File: src/rtl/pps_pkg.sv
package pps_pkg;

   typedef enum logic [1:0] {
      PS_OFF    = 2'd0,
      PS_SUPPLY = 2'd1,
      PS_DRIVE  = 2'd2,
      PS_ON     = 2'd3
   } pps_state_e;

   localparam int unsigned PPS_STATE_W = 2;
   localparam int unsigned PPS_N_GAPS  = 3;

   function automatic logic pps_rail_on(input pps_state_e s);
      return s != PS_OFF;
   endfunction

   function automatic logic pps_bias_on(input pps_state_e s);
      return s == PS_ON;
   endfunction

   function automatic logic pps_drive_on(input pps_state_e s);
      return (s == PS_DRIVE) || (s == PS_ON);
   endfunction

endpackage

File: src/rtl/pps_dwell_timer.sv
module pps_dwell_timer #(
   parameter int unsigned DLY_W = 16
) (
   input  logic             clk,
   input  logic             rst_n,
   input  logic             tick,
   input  logic             restart,
   input  logic             want,
   input  logic [DLY_W-1:0] gap,
   output logic             step
);

   logic [DLY_W-1:0] cnt_q;
   logic [DLY_W-1:0] cnt_eff;
   logic [DLY_W:0]   cnt_inc;
   logic             gap_zero;
   logic             reached;

   always_comb begin
      cnt_eff  = restart ? '0 : cnt_q;
      cnt_inc  = {1'b0, cnt_eff} + {{DLY_W{1'b0}}, 1'b1};
      gap_zero = (gap == '0);
      reached  = tick && (cnt_inc >= {1'b0, gap});
      step     = want && (gap_zero || reached);
   end

   always_ff @(posedge clk or negedge rst_n) begin
      if (!rst_n) begin
         cnt_q <= '0;
      end else if (step || !want) begin
         cnt_q <= '0;
      end else if (tick) begin
         cnt_q <= cnt_inc[DLY_W-1:0];
      end else begin
         cnt_q <= cnt_eff;
      end
   end

endmodule

File: src/rtl/pps_step_fsm.sv
module pps_step_fsm
   import pps_pkg::*;
(
   input  logic       clk,
   input  logic       rst_n,
   input  logic       panel_en,
   input  logic       step,
   output pps_state_e state_q,
   output pps_state_e state_nxt,
   output logic       want,
   output logic       restart,
   output logic [1:0] gap_idx
);

   logic en_q;
   logic go_up;
   logic go_dn;

   always_comb begin
      go_up   = panel_en && (state_q != PS_ON);
      go_dn   = !panel_en && (state_q != PS_OFF);
      want    = go_up || go_dn;
      restart = panel_en ^ en_q;
      if (go_up) begin
         gap_idx = state_q;
      end else if (go_dn) begin
         gap_idx = state_q - 2'd1;
      end else begin
         gap_idx = 2'd0;
      end
      state_nxt = state_q;
      if (step && go_up) begin
         state_nxt = pps_state_e'(state_q + 2'd1);
      end else if (step && go_dn) begin
         state_nxt = pps_state_e'(state_q - 2'd1);
      end
   end

   always_ff @(posedge clk or negedge rst_n) begin
      if (!rst_n) begin
         state_q <= PS_OFF;
         en_q    <= 1'b0;
      end else begin
         state_q <= state_nxt;
         en_q    <= panel_en;
      end
   end

endmodule

File: src/rtl/pps_rail_ctl.sv
module pps_rail_ctl
   import pps_pkg::*;
(
   input  logic       clk,
   input  logic       rst_n,
   input  pps_state_e state_nxt,
   output logic       supply_en,
   output logic       bias_en,
   output logic       ready,
   output logic       idle
);

   always_ff @(posedge clk or negedge rst_n) begin
      if (!rst_n) begin
         supply_en <= 1'b0;
         bias_en   <= 1'b0;
         ready     <= 1'b0;
         idle      <= 1'b1;
      end else begin
         supply_en <= pps_rail_on(state_nxt);
         bias_en   <= pps_bias_on(state_nxt);
         ready     <= (state_nxt == PS_ON);
         idle      <= (state_nxt == PS_OFF);
      end
   end

endmodule

File: src/rtl/pps_out_gate.sv
module pps_out_gate #(
   parameter int unsigned DATA_W   = 24,
   parameter int unsigned CTRL_W   = 3,
   parameter bit          GATE_REG = 1'b0
) (
   input  logic              clk,
   input  logic              rst_n,
   input  logic              open_now,
   input  logic              open_nxt,
   input  logic [DATA_W-1:0] data_i,
   input  logic [CTRL_W-1:0] ctrl_i,
   output logic [DATA_W-1:0] data_o,
   output logic [CTRL_W-1:0] ctrl_o
);

   localparam int unsigned BUS_W = DATA_W + CTRL_W;

   logic [BUS_W-1:0] bus_in;
   logic [BUS_W-1:0] bus_out;
   logic             open_use;
   logic [BUS_W-1:0] bus_use;

   assign bus_in = {ctrl_i, data_i};

   if (GATE_REG) begin : g_reg
      logic             open_q;
      logic [BUS_W-1:0] bus_q;
      always_ff @(posedge clk or negedge rst_n) begin
         if (!rst_n) begin
            open_q <= 1'b0;
            bus_q  <= '0;
         end else begin
            open_q <= open_nxt;
            bus_q  <= bus_in;
         end
      end
      assign open_use = open_q;
      assign bus_use  = bus_q;
   end else begin : g_comb
      logic unused_nxt;
      assign unused_nxt = open_nxt;
      assign open_use   = open_now;
      assign bus_use    = bus_in;
   end

   for (genvar b = 0; b < BUS_W; b++) begin : g_lane
      assign bus_out[b] = open_use & bus_use[b];
   end

   assign data_o = bus_out[DATA_W-1:0];
   assign ctrl_o = bus_out[BUS_W-1:DATA_W];

endmodule

File: src/rtl/panel_pwr_seq.sv
module panel_pwr_seq
   import pps_pkg::*;
#(
   parameter int unsigned DLY_W    = 16,
   parameter int unsigned DATA_W   = 24,
   parameter int unsigned CTRL_W   = 3,
   parameter bit          GATE_REG = 1'b0
) (
   input  logic              clk,
   input  logic              rst_n,
   input  logic              ref_tick,
   input  logic              panel_en,
   input  logic [DLY_W-1:0]  gap_supply,
   input  logic [DLY_W-1:0]  gap_drive,
   input  logic [DLY_W-1:0]  gap_bias,
   input  logic [DATA_W-1:0] pix_data_i,
   input  logic [CTRL_W-1:0] pix_ctrl_i,
   output logic              supply_en,
   output logic              bias_en,
   output logic [DATA_W-1:0] pix_data_o,
   output logic [CTRL_W-1:0] pix_ctrl_o,
   output logic [1:0]        seq_state,
   output logic              ready,
   output logic              idle
);

   localparam int unsigned N_GAPS = PPS_N_GAPS;

   if (DLY_W < 1 || DLY_W > 32) begin : g_bad_dly
      $error("panel_pwr_seq: DLY_W must lie in 1..32");
   end
   if (DATA_W < 1) begin : g_bad_data
      $error("panel_pwr_seq: DATA_W must be at least 1");
   end
   if (CTRL_W < 1) begin : g_bad_ctrl
      $error("panel_pwr_seq: CTRL_W must be at least 1");
   end

   logic [DLY_W-1:0] gap_tab [N_GAPS];
   logic [DLY_W-1:0] gap_sel;
   logic [1:0]       gap_idx;
   logic             want;
   logic             restart;
   logic             step;
   pps_state_e       state_q;
   pps_state_e       state_nxt;

   assign gap_tab[0] = gap_supply;
   assign gap_tab[1] = gap_drive;
   assign gap_tab[2] = gap_bias;

   always_comb begin
      gap_sel = '0;
      for (int i = 0; i < N_GAPS; i++) begin
         if (gap_idx == i[1:0]) gap_sel = gap_tab[i];
      end
   end

   pps_dwell_timer #(.DLY_W(DLY_W)) timer_i (
      .clk     (clk),
      .rst_n   (rst_n),
      .tick    (ref_tick),
      .restart (restart),
      .want    (want),
      .gap     (gap_sel),
      .step    (step)
   );

   pps_step_fsm fsm_i (
      .clk       (clk),
      .rst_n     (rst_n),
      .panel_en  (panel_en),
      .step      (step),
      .state_q   (state_q),
      .state_nxt (state_nxt),
      .want      (want),
      .restart   (restart),
      .gap_idx   (gap_idx)
   );

   pps_rail_ctl rail_i (
      .clk       (clk),
      .rst_n     (rst_n),
      .state_nxt (state_nxt),
      .supply_en (supply_en),
      .bias_en   (bias_en),
      .ready     (ready),
      .idle      (idle)
   );

   pps_out_gate #(
      .DATA_W   (DATA_W),
      .CTRL_W   (CTRL_W),
      .GATE_REG (GATE_REG)
   ) gate_i (
      .clk      (clk),
      .rst_n    (rst_n),
      .open_now (pps_drive_on(state_q)),
      .open_nxt (pps_drive_on(state_nxt)),
      .data_i   (pix_data_i),
      .ctrl_i   (pix_ctrl_i),
      .data_o   (pix_data_o),
      .ctrl_o   (pix_ctrl_o)
   );

   assign seq_state = state_q;

endmodule

File: config.mk
export PLATFORM = sky130hd
export DESIGN_NAME = panel_pwr_seq
export DESIGN_NICKNAME = d
export VERILOG_FILES = /design/src/rtl/pps_pkg.sv /design/src/rtl/pps_dwell_timer.sv /design/src/rtl/pps_step_fsm.sv /design/src/rtl/pps_rail_ctl.sv /design/src/rtl/pps_out_gate.sv /design/src/rtl/panel_pwr_seq.sv
export SDC_FILE = /design/constraint.sdc
export NUM_CORES = 1
export LEC_CHECK = 0
export BUFFER_PORTS_ARGS = -buffer_cell sky130_fd_sc_hd__buf_2
export CAP_MARGIN = 10
export CORE_ASPECT_RATIO = 1.5
export CORE_UTILIZATION = 42
export DETAILED_ROUTE_END_ITERATION = 16
export PLACE_DENSITY = 0.77
export SYNTH_ARGS = -nofsm -noshare
export SYNTH_HDL_FRONTEND = slang
export SYNTH_SLANG_ARGS = --single-unit
File: constraint.sdc
create_clock -name clk -period 3.84 [get_ports clk]
set_input_delay 1.152 -clock clk [delete_from_list [all_inputs] [get_ports clk]]
set_output_delay 1.152 -clock clk [all_outputs]
set_load 0.005 [all_outputs]
# ---- Word level (Yosys, flattened, before mapping)
# Cells that the tools add are included.
# W data, S select, Z words.
dict set report word_totals {
  regBits 22
  inputBits 79
  out_inout_bits 33
  elab_cells 71
}
dict set report classes {
  addsub 3
  magnitude_cmp 1
  eq_ne 6
  muxes 10
  bitwise 28
  n_reduce_logical 17
}
# cell count
set op_table {}
lappend op_table {{$mux W16} 6}
lappend op_table {{$and A1 B1 Y1} 27}
lappend op_table {{$add A16 B1 Y17 const B} 1}
lappend op_table {{$ge A17 B16 Y1} 1}
lappend op_table {{$logic_not A16 Y1} 1}
lappend op_table {{$eq A2 B2 Y1 const B} 4}
lappend op_table {{$mux W2} 4}
lappend op_table {{$logic_and A1 B1 Y1} 6}
lappend op_table {{$logic_not A2 Y1} 2}
lappend op_table {{$logic_or A1 B1 Y1} 4}
lappend op_table {{$reduce_bool A2 Y1} 2}
lappend op_table {{$add A2 B1 Y2 const B} 1}
lappend op_table {{$eq A2 B1 Y1 const B} 1}
lappend op_table {{$logic_not A1 Y1} 2}
lappend op_table {{$ne A2 B2 Y1 const B} 1}
lappend op_table {{$sub A2 B1 Y2 const B} 1}
lappend op_table {{$xor A1 B1 Y1} 1}

# ---- Longest topological paths before layout
dict set report logic_depth {
  depth_word 16
  ltp_mapped 20
}

# ---- Hierarchy
# From an unflattened synthesis, not the netlist that was laid out.
dict set report hier_totals {
  hier_cells 288
  area_unflattened_um2 2622.5
}
# module n_inst cells_each area_each_um2 seq_area_each_um2
set modules_own_cells {}
lappend modules_own_cells {pps_dwell_timer 1 189 1691.6 400.4}
lappend modules_own_cells {panel_pwr_seq 1 41 389.1 0.0}
lappend modules_own_cells {pps_step_fsm 1 22 222.7 75.1}
lappend modules_own_cells {pps_out_gate 1 29 217.7 0.0}
lappend modules_own_cells {pps_rail_ctl 1 7 101.3 76.3}

# ---- Least setup slack after synthesis
# No wires, ideal clock.
dict set report synth_path {
  kind {input-to-reg}
  startpoint {input panel_en}
  endpoint {register timer_i.cnt_q[11]}
  arrival_ns 5.000
  setup_slack_ns -1.261
  path_stages 20
  path_buffers 2
  path_cell_list {buf_6 xnor2_1 and2_1 ha_1 nand3_1 nor3_1 and3_1 and3_1 nand3_1 xor2_1 nor2_1 ha_1 a211oi_1 o21ai_0 a21oi_1 o311ai_0 o21ai_0 nand2_1 buf_4 nor4_1}
}
dict set report synth_between {
  elab_chain_len 14
  elab_cells_between_ends 24
  classes_between {add/sub: 1; order compare: 1; eq/ne: 2; mux: 8; bitwise: 1; reduce/logical: 11}
}
# element line
set synth_rtl {}
lappend synth_rtl {{from (decl)} panel_pwr_seq.sv:12} ;# input logic panel_en,
lappend synth_rtl {{branches (longest 13 deep; another with $add A16 B1 Y17)} n/a}
lappend synth_rtl {{$mux W16 (*)} pps_dwell_timer.sv:30} ;# end else if (step || !want) begin
lappend synth_rtl {{to (signal assigned)} pps_dwell_timer.sv:33} ;# cnt_q <= cnt_inc[DLY_W-1:0];
lappend synth_rtl {{to (signal assigned)} pps_dwell_timer.sv:35} ;# cnt_q <= cnt_eff;
lappend synth_rtl {{to (decl)} pps_dwell_timer.sv:13} ;# logic [DLY_W-1:0] cnt_q;
# Every way passes the cells marked *.

# ---- Worst setup path in the final report
dict set report layout_path {
  startpoint {input panel_en}
  endpoint {register timer_i.cnt_q[1]}
}
# Same word-level chain as after synthesis.

==> impl_results.rst <==
.. list-table::
   :header-rows: 1

   * - Metric
     - Value
   * - Number of hold-slack violations in the final timing report
     - 0
   * - Share of final-layout standard cells stronger than drive strength 1
     - 0.491
   * - Fill cell count
     - 432
   * - Maximum number of pins on one net before global-route repair
     - 28
   * - Synthesized net count
     - 358
   * - Horizontal extent of the die
     - 61.7 µm
   * - Clock latency on the worst-skew pair
     - 0.27 ns
   * - Aggregate global-route resource usage
     - 0.226
   * - Most frequent standard cell in the layout excluding fill and tap cells
     - buf_2
   * - Placed Area
     - 3160 µm²
   * - Relative contribution of sequential cells to total power
     - 0.391
   * - Routed length per placed instance
     - 13.8 µm
   * - Req. time, crit path
     - 4.02 ns
   * - Fraction of registers with async set or reset after synthesis
     - 1.00
   * - Part of the power in the clock network
     - 0.267
   * - Register clock-pin slew on the reported worst setup and hold paths
     - approximately 0.080 ns
   * - Number of antenna violations at the first check in global routing
     - 0
   * - Unrepaired setup endpoints after global routing
     - yes
   * - Setup crit end kind
     - flip-flop
   * - Sequential share of the synthesized area
     - 0.245
   * - Number of synthesis warnings
     - 0
   * - Post-cts hold buffer count
     - 0
   * - Crit Path Category
     - input pin to flip-flop
   * - Total number of nets in the final design
     - 495
   * - Final weighted congestion in routability-driven placement
     - 0.944
   * - Comb pwr share
     - 0.342
   * - Compound-gate portion of the synthesized area
     - 0.171
   * - Proportion of total power due to net switching
     - 0.293
   * - Number of setup violations in the final report
     - 21
   * - Period Utilization, post-route
     - 1.05
   * - Primary flip-flop cell chosen by synthesis mapping
     - dfrtp_1
   * - Worst rel slew slack
     - 0.596
   * - Outcome
     - finished with violations
   * - DRT Pass-1 Iters
     - 4
   * - Count of flip-flops with a built-in enable after synthesis
     - 0
   * - Height of the die
     - roughly 90 µm
   * - Simple-gate area share of the yosys netlist
     - 0.288
   * - Share of synthesized cell area in full adder, half adder and majority cells
     - 0.111
   * - Effective utilization at floorplan
     - 0.435
   * - Tightest Pin Transition
     - 0.606 ns
   * - Clock sink count
     - 22
   * - Post-route cell area
     - 3390 µm²
   * - Synth Area per Inst
     - 8.68 µm²
   * - DRC violation count after routing
     - 0
   * - Category of the worst setup path launch point
     - input pin
   * - # IOs
     - 112
   * - CTS max path bufs
     - 2
   * - Fin Hold WS
     - 0.607 ns
   * - Number of antenna diodes
     - 0
   * - Area occupied by multi-input gates
     - 1810 µm²
   * - DRT iter0 DRCs
     - 74
   * - Worst min-delay path category
     - flip-flop to flip-flop
   * - Total grt overflow
     - 0
   * - Violations in the final reports
     - setup timing
   * - Final worst path period need
     - 4.04 ns
   * - Static Leak
     - between 0.0015 and 0.002 µW
   * - Minimum setup slack after placement
     - -0.528 ns
   * - Number of buffers created by CTS
     - 3
   * - Total routed wirelength
     - 6.41 mm
   * - Setup TNS Final
     - -3.08 ns
   * - Mean number of vias per cell
     - 5.48
   * - FF+latch area
     - 552 µm²
   * - Commonest cells after routing, fill and taps aside
     - buf_2, buf_4, nor2b_1
   * - Clk Tree Root Cell
     - clkbuf_8
   * - CTS tree
     - built
   * - Internal power
     - 443 µW
   * - Switching power of the nets
     - between 150 and 200 µW
   * - H-tree levels
     - 1
   * - Final slew viol count
     - 0
   * - Pwr per Cell Area
     - 185 nW/µm²
   * - Antenna Nets Post-Route
     - 0
   * - Post-synthesis xor/xnor area fraction
     - 0.125
   * - Area of the die
     - 5660 µm²
   * - Arrival @ worst endpoint
     - ~4.2 ns
   * - Number of cells produced by synthesis
     - 259
   * - Final setup skew
     - between 0.005 and 0.006 ns
   * - Max VDD drop
     - ~140 µV
   * - Upper clock frequency limit
     - approximately 250 MHz
   * - Area growth from synthesis to final layout
     - 50.9%
   * - Yosys reg bits
     - 22
   * - Total power
     - between 600 and 700 µW
   * - Max Fanout on Critical Path
     - 20
   * - Post-synthesis mux area share
     - 0.00501
   * - Crit path setup slack, layout
     - -0.196 ns
   * - Number of max-capacitance violations reported
     - 0
   * - Largest family of logic cells by synthesized area
     - simple AND/OR/NAND/NOR gates
   * - Vias in the first global route
     - 2,339
   * - Global-route wire length before repair
     - 9.65 mm
   * - Number of I/O port buffers
     - 111
   * - Core box area
     - 5160 µm²
   * - Post-synthesis cell area
     - around 2200 µm²
   * - Register-to-register path setup slack
     - 0.23 ns
   * - Count of standard-cell rows
     - 32
   * - Cell variety after synth
     - 44
   * - Sum of net half-perimeters after detailed placement
     - slightly above 5 mm
   * - Vias post-DR
     - between 2,000 and 3,000
flip-flops by register name, summed over array words and instances, names as in the netlist:
register,count
rail_i.bias_en,1
timer_i.cnt_q,16
fsm_i.state_q,2
fsm_i.en_q,1
rail_i.idle,1
rail_i.supply_en,1
metal layers:
layer,track usage,part of all wire
met4,0.0981,0.033
met3,0.0169,0.059
met1,0.224,0.38
met2,0.441,0.53
met5,0,0
power by group through the flow:
stage	Combinational, µW	Sequential, µW	Clock [µW]
after floorplan	110	249	0
after global placement	195	249	0
after detailed placement	200	249	0
after CTS	206	244	170
after global routing	234	246	183
final	214	245	167
final timing paths:
kind	depth (start not counted)	end	start
min	2	fsm_i.state_q[0]$_DFF_PN0_	fsm_i.state_q[0]$_DFF_PN0_
max	20	timer_i.cnt_q[1]$_DFF_PN0_	panel_en
min in group asynchronous	1	timer_i.cnt_q[4]$_DFF_PN0_	rst_n
max reg2reg	19	timer_i.cnt_q[1]$_DFF_PN0_	fsm_i.en_q$_DFF_PN0_
min reg2reg	2	fsm_i.state_q[0]$_DFF_PN0_	fsm_i.state_q[0]$_DFF_PN0_
max in group asynchronous	1	rail_i.idle$_DFF_PN1_	rst_n
stage by stage:
step / cells / utilization
floorplan: 259 / -
detailed placement: 452 / 0.611
global route: 463 / 0.657
finish: 463 / 0.657
global placement: 452 / 0.611
CTS: 458 / 0.639
worst max-delay path: stages:
cell      delay [ns]
buf_8           0.11
xnor2_4         0.17
and2_4          0.20
ha_4            0.14
nand3_4         0.08
nor3_4          0.13
and3_4          0.20
and3_4          0.18
nand3_2         0.07
xor2_1          0.16
nor2_1          0.11
ha_1            0.26
a211oi_2        0.22
o21ai_1         0.10
a21oi_1         0.16
o311ai_2        0.12
o21ai_1         0.18
nand2_1         0.11
buf_12          0.18
a211oi_2        0.17
synthesized netlist by cell type, drive strengths merged (3+ instances only):
cell type  count  area share
clkbuf         5      0.0083
and2           3      0.0083
nand3          7       0.016
nor4           9       0.025
dfrtp         21        0.23
nand2         23       0.038
buf           10       0.037
xor2          15       0.058
a211oi         3       0.012
o21ai          3      0.0067
nor2b         29       0.084
and3           3      0.0083
a21oi          8       0.024
nand4         13       0.036
nor2          16       0.027
ha            20        0.11
nor3          11       0.024
a222oi        16       0.071
xnor2         17       0.066
inv            5      0.0083
cell families after synthesis:
kind of cell / count (synthesis)
flip-flops: 22
XOR/XNOR: 32
AND/OR/NAND/NOR: 120
buffers and inverters: 20
multiplexers: 1
AO/OA/AOI/OAI: 44
adder cells (fa/ha/maj): 20
final cells by class:
class / count / area share
inverters: 5 / 0.00553
clock buffers: 4 / 0.0162
well taps: 68 / 0.0251
flip-flops and latches: 22 / 0.163
repair buffers: 147 / 0.257
multi-input cells: 217 / 0.533
repair_timing:
action / 4_1_cts / 5_1_grt
endpoints found under the setup margin: 21 / 21
buffers inserted: 2 / 5
pin swaps: 4 / 7
gates resized for setup: 13 / 7
No activity file was read; power rests on OpenSTA's default activity.
